### src/rtl/mic_pkg.sv
package mic_pkg;

    localparam int ADDR_W = 13;
    localparam int ID_W   = 10;
    localparam logic [ID_W-1:0] ID_NONE = 10'd1023;

    localparam logic [11:0] OFS_CTRL    = 12'h000;
    localparam logic [11:0] OFS_EN_ON   = 12'h030;
    localparam logic [11:0] OFS_EN_OFF  = 12'h034;
    localparam logic [11:0] OFS_CAUSE   = 12'h010;
    localparam logic [11:0] OFS_ACK     = 12'h044;
    localparam logic [11:0] OFS_MSK_ON  = 12'h048;
    localparam logic [11:0] OFS_MSK_OFF = 12'h04C;
    localparam logic [9:0]  ROUTE_WORD0 = 10'h040;

    typedef enum logic [3:0] {
        ACC_NONE,
        ACC_CTRL,
        ACC_EN_ON,
        ACC_EN_OFF,
        ACC_ROUTE,
        ACC_CAUSE,
        ACC_ACK,
        ACC_MSK_ON,
        ACC_MSK_OFF
    } acc_e;

endpackage

### src/rtl/mic_decode.sv
module mic_decode
    import mic_pkg::*;
#(
    parameter int NSRC  = 32,
    parameter int IDX_W = $clog2(NSRC)
) (
    input  logic [ADDR_W-1:0] addr,
    output acc_e              kind,
    output logic [IDX_W-1:0]  ridx
);

    logic        win;
    logic [11:0] off;
    logic [9:0]  rel;
    logic        route_hit;

    assign win       = addr[ADDR_W-1];
    assign off       = addr[11:0];
    assign rel       = off[11:2] - ROUTE_WORD0;
    assign route_hit = !win && (off[11:2] >= ROUTE_WORD0) &&
                       (rel < 10'(NSRC)) && (off[1:0] == 2'b00);
    assign ridx      = rel[IDX_W-1:0];

    always_comb begin
        unique case ({win, off})
            {1'b0, OFS_CTRL}:    kind = ACC_CTRL;
            {1'b0, OFS_EN_ON}:   kind = ACC_EN_ON;
            {1'b0, OFS_EN_OFF}:  kind = ACC_EN_OFF;
            {1'b1, OFS_CAUSE}:   kind = ACC_CAUSE;
            {1'b1, OFS_ACK}:     kind = ACC_ACK;
            {1'b1, OFS_MSK_ON}:  kind = ACC_MSK_ON;
            {1'b1, OFS_MSK_OFF}: kind = ACC_MSK_OFF;
            default:             kind = route_hit ? ACC_ROUTE : ACC_NONE;
        endcase
    end

endmodule

### src/rtl/mic_regs.sv
module mic_regs
    import mic_pkg::*;
#(
    parameter int NCPU  = 4,
    parameter int NSRC  = 32,
    parameter int CPU_W = (NCPU > 1) ? $clog2(NCPU) : 1,
    parameter int IDX_W = $clog2(NSRC)
) (
    input  logic                       clk,
    input  logic                       rst_n,
    input  logic                       wr_en,
    input  acc_e                       kind,
    input  logic [CPU_W-1:0]           cpu_sel,
    input  logic [31:0]                wdata,
    input  logic [IDX_W-1:0]           ridx,
    output logic [NSRC-1:0]            en,
    output logic [NCPU-1:0][NSRC-1:0]  msk,
    output logic [NSRC-1:0][NCPU-1:0]  route
);

    logic             idx_ok;
    logic [IDX_W-1:0] idx;

    assign idx_ok = (wdata < 32'(NSRC));
    assign idx    = wdata[IDX_W-1:0];

    always_ff @(posedge clk or negedge rst_n) begin
        if (!rst_n) begin
            en  <= '0;
            msk <= '1;
            for (int s = 0; s < NSRC; s++) begin
                route[s] <= NCPU'(1);
            end
        end else if (wr_en) begin
            unique case (kind)
                ACC_EN_ON:   if (idx_ok) en[idx] <= 1'b1;
                ACC_EN_OFF:  if (idx_ok) en[idx] <= 1'b0;
                ACC_MSK_ON:  if (idx_ok) msk[cpu_sel][idx] <= 1'b1;
                ACC_MSK_OFF: if (idx_ok) msk[cpu_sel][idx] <= 1'b0;
                ACC_ROUTE:   route[ridx] <= wdata[NCPU-1:0];
                default:     ;
            endcase
        end
    end

endmodule

### src/rtl/mic_pick.sv
module mic_pick
    import mic_pkg::*;
#(
    parameter int NCPU = 4,
    parameter int NSRC = 32,
    parameter int PCPU = 5
) (
    input  logic [NSRC-1:0]            src_lvl,
    input  logic [NCPU-1:0]            pcpu_lvl,
    input  logic [NCPU-1:0]            ipi_sum,
    input  logic [NCPU-1:0]            msg_sum,
    input  logic [NSRC-1:0]            en,
    input  logic [NCPU-1:0][NSRC-1:0]  msk,
    input  logic [NSRC-1:0][NCPU-1:0]  route,
    output logic [NCPU-1:0][ID_W-1:0]  ack_id,
    output logic [NCPU-1:0]            irq
);

    logic [NCPU-1:0][NSRC-1:0] pend;
    logic [NSRC-1:0]           spare;
    logic                      unused_spare;

    for (genvar s = 0; s < NSRC; s++) begin : g_spare
        if (s == 0 || s == 1 || s == PCPU) begin : g_rsv
            assign spare[s] = src_lvl[s] ^ en[s] ^ (^route[s]);
        end else begin : g_ord
            assign spare[s] = 1'b0;
        end
    end
    assign unused_spare = ^spare;

    for (genvar c = 0; c < NCPU; c++) begin : g_cpu
        for (genvar s = 0; s < NSRC; s++) begin : g_src
            if (s == 0) begin : g_ipi
                assign pend[c][s] = ipi_sum[c] & ~msk[c][s];
            end else if (s == 1) begin : g_msg
                assign pend[c][s] = msg_sum[c] & ~msk[c][s];
            end else if (s == PCPU) begin : g_pcpu
                assign pend[c][s] = pcpu_lvl[c] & ~msk[c][s];
            end else begin : g_shared
                assign pend[c][s] = src_lvl[s] & en[s] & route[s][c] & ~msk[c][s];
            end
        end

        always_comb begin
            ack_id[c] = ID_NONE;
            for (int i = NSRC - 1; i >= 0; i--) begin
                if (pend[c][i]) ack_id[c] = ID_W'(i);
            end
        end

        assign irq[c] = (ack_id[c] != ID_NONE);
    end

endmodule

### src/rtl/mic_top.sv
module mic_top
    import mic_pkg::*;
#(
    parameter int NCPU  = 4,
    parameter int NSRC  = 32,
    parameter int PCPU  = 5,
    localparam int CPU_W = (NCPU > 1) ? $clog2(NCPU) : 1,
    localparam int IDX_W = $clog2(NSRC)
) (
    input  logic              clk,
    input  logic              rst_n,
    input  logic [CPU_W-1:0]  cpu_sel,
    input  logic [ADDR_W-1:0] addr,
    input  logic              wr_en,
    input  logic              rd_en,
    input  logic [31:0]       wdata,
    output logic [31:0]       rdata,
    input  logic [NSRC-1:0]   src_lvl,
    input  logic [NCPU-1:0]   pcpu_lvl,
    input  logic [NCPU-1:0]   ipi_sum,
    input  logic [NCPU-1:0]   msg_sum,
    output logic [NCPU-1:0]   irq_out
);

    acc_e                       kind;
    logic [IDX_W-1:0]           ridx;
    logic [NSRC-1:0]            en;
    logic [NCPU-1:0][NSRC-1:0]  msk;
    logic [NSRC-1:0][NCPU-1:0]  route;
    logic [NCPU-1:0][ID_W-1:0]  ack_id;
    logic [31:0]                rd_next;

    mic_decode #(.NSRC(NSRC), .IDX_W(IDX_W)) dec_i (
        .addr (addr),
        .kind (kind),
        .ridx (ridx)
    );

    mic_regs #(.NCPU(NCPU), .NSRC(NSRC), .CPU_W(CPU_W), .IDX_W(IDX_W)) regs_i (
        .clk     (clk),
        .rst_n   (rst_n),
        .wr_en   (wr_en),
        .kind    (kind),
        .cpu_sel (cpu_sel),
        .wdata   (wdata),
        .ridx    (ridx),
        .en      (en),
        .msk     (msk),
        .route   (route)
    );

    mic_pick #(.NCPU(NCPU), .NSRC(NSRC), .PCPU(PCPU)) pick_i (
        .src_lvl  (src_lvl),
        .pcpu_lvl (pcpu_lvl),
        .ipi_sum  (ipi_sum),
        .msg_sum  (msg_sum),
        .en       (en),
        .msk      (msk),
        .route    (route),
        .ack_id   (ack_id),
        .irq      (irq_out)
    );

    always_comb begin
        rd_next = '0;
        unique case (kind)
            ACC_CTRL:  rd_next[11:2] = 10'(NSRC);
            ACC_ROUTE: rd_next[NCPU-1:0] = route[ridx];
            ACC_CAUSE: begin
                rd_next[0]    = msg_sum[cpu_sel];
                rd_next[PCPU] = pcpu_lvl[cpu_sel];
            end
            ACC_ACK:   rd_next[ID_W-1:0] = ack_id[cpu_sel];
            default:   ;
        endcase
    end

    always_ff @(posedge clk or negedge rst_n) begin
        if (!rst_n)     rdata <= '0;
        else if (rd_en) rdata <= rd_next;
    end

endmodule

### config.mk
export PLATFORM = sky130hd
export DESIGN_NAME = mic_top
export DESIGN_NICKNAME = d
export VERILOG_FILES = /design/src/rtl/mic_pkg.sv /design/src/rtl/mic_decode.sv /design/src/rtl/mic_regs.sv /design/src/rtl/mic_pick.sv /design/src/rtl/mic_top.sv
export SDC_FILE = /design/constraint.sdc
export NUM_CORES = 1
export LEC_CHECK = 0
export BUFFER_PORTS_ARGS = -buffer_cell sky130_fd_sc_hd__buf_2
export CAP_MARGIN = 20
export CORE_ASPECT_RATIO = 0.8
export CORE_UTILIZATION = 45
export CTS_CLUSTER_DIAMETER = 30
export DETAILED_ROUTE_END_ITERATION = 7
export SLEW_MARGIN = 20
export SYNTH_ARGS = -nofsm -noshare
export SYNTH_HDL_FRONTEND = slang
export SYNTH_HIERARCHICAL = 1
export SYNTH_SLANG_ARGS = --single-unit
### constraint.sdc
create_clock -name clk -period 7.95 [get_ports clk]
set_input_delay 0 -clock clk [delete_from_list [all_inputs] [get_ports clk]]
set_output_delay 0 -clock clk [all_outputs]
set_load 0.01 [all_outputs]
==> flow_summary.ini <==
[global_routing]
grt_usage_pct = 32.9
antenna_found_initial = 0
grt_pass1_vias = 14265
grt_max_degree = 155
overflow = 0
grt_pass1_wl_mm = 95.2

[worst_setup_path]
end_kind = flop
rrSetupSlack_ps = 4670
crit_cells = 9
crit_family = simple AND/OR/NAND/NOR gates
reg2regPathDepth = 8
r2r_end = rdata[5]
path_cells = dlygate4sd3_1, buf_2, nand4bb_1, or3_1, a21oi_1, nor4b_4, nand4_1, nor3_1, mux2_2
cp_slowest_stage_delay_ps = 670
start_kind = input port
crit_start = addr[5]
required_ps = 8400
crit_buf_inv = 2
crit_type = in -> reg
crit_slowest_cell = nor4b_4
crit_arrival_ps = 4260
critical_path.max_fanout = 18
setup.worst_path.end = regs_i/route[73]

[floorplan]
die_w_um = 223
dieArea_mm2 = 0.0398
fp-row-count = 64
start_util_pct = 45.8
pin_count = 131
core_area_mm2 = 0.0384
die_h_um = 179

[timing]
fin_skew_ps = 21.2
hold_ws_ps = 29.1
finalWorstSetupSlack_ps = 4140
worst_pin_slew_ps = 1070
setup_viol = 0
slew_headroom_pct = 28.8
finalSetupTns_ps = 0
fin_crit_sh_pct = 47.9
rsz0062_at_grt = false
slew_violations = 0
max_freq_ghz = 0.263
hold_viol_final = 0
fin_crit_ps = 3810

[clock_network]
cts_resized = 0
ctsLongestPathBuffers = 3
tritoncts = done
h-tree-depth = 3
clk_pin_slew_worst_paths_ps = 50
cts_root_buf = clkbuf_16
clk_latency_ps = 580
cts_num_sinks = 295
cts_buffers = 70

[detailed_routing]
wl_met3_mm = 7.28
vias_per_cell = 6.63
top_layer_used = met4
ant_nets = 0
drcViolationCount = 1
wl_met1_mm = 28.9
wl_per_cell_um = 29.3
totalWireLength_mm = 64.6
vias = 14615
drt-initial-drc-count = 1697
drt_first_pass_iters = 8
wl_met2_mm = 26.4

[run_status]
outcome = finished with violations
failed_checks = DRC

[logic_synthesis]
yosysWarnings = 6
syn-mean-instance-area_um2 = 11.2
syn_inst = 1564
syn_area_mm2 = 0.0176

[layout]
drive_above_1_share_pct = 42.9
fill_cells = 3249
finalNetCount = 1747
final_common_cell = mux2_2
utilization_pct = 54.1
syn_to_final_growth_pct = 18.1
seq_area_mm2 = 0.00758
multi_input_area_mm2 = 0.00932
layout_common_cells = mux2_2 (275), dfstp_2 (160), nor3_1 (138)
diodes = 0

[place]
gp_congestion = 1.00
dp_hpwl_mm = 44.8
dpl_worst_slack_ps = 3930
io_buffers = 105

[worst_hold_path]
hp-class = in -> async

[power_and_ir_drop]
finalPower_w = 0.00465
p_per_area_mw_per_mm2 = 224
power_leakage_nw = 8.86
peakVddDrop_v = 0.000144

[run]
maxCapViolCount = 0
-- metrics by stage --
| step | instances | cell area [um^2] |
|---|---|---|
| floorplan | 1585 | 17600 |
| global placement | 2070 | 18300 |
| detailed placement | 2070 | 18300 |
| CTS | 2203 | 20700 |
| global route | 2203 | 20700 |
| finish | 2203 | 20700 |
-- how the worst min path moves through the flow --
| stage | start | endpoint |
|---|---|---|
| CTS | rst_n | async pin |
| detailed placement | rst_n | async pin |
| global route | rst_n | async pin |
| finish | rst_n | async pin |
| floorplan | rst_n | rdata[0] |
| global placement | rst_n | async pin |
-- power breakdown --
group | total [W] | leakage (nW) | switching (W) | internal [W]
Clock | 0.00291 | 1.17 | 0.000900 | 0.00201
Combinational | 0.000219 | 4.16 | 0.000158 | 0.0000606
Sequential | 0.00151 | 3.54 | 0.00000167 | 0.00151
-- layer usage --
metal | vias to the layer above | GRT usage [%]
met4 | 0 | 11.1
met3 | 138 | 9.65
met1 | 7462 | 48.0
met5 | - | 0
met2 | 831 | 46.1
li1 | 6184 | -
-- what timing repair did --
item                                   in CTS  in global routing
hold buffers                                5                  0
endpoints found under the hold margin     109                  0
setup buffers                               0                  0
-- final cells by class --
| type | instances | share of cell area, % |
|---|---|---|
| Clock buffer | 99 | 9.71 |
| Timing Repair Buffer | 134 | 3.76 |
| Tap cell | 495 | 2.99 |
| Multi-Input combinational cell | 1142 | 44.9 |
| Sequential cell | 295 | 36.6 |
| Inverter | 9 | 0.163 |
| Clock inverter | 29 | 1.92 |
(Power assumes the default switching activity.)
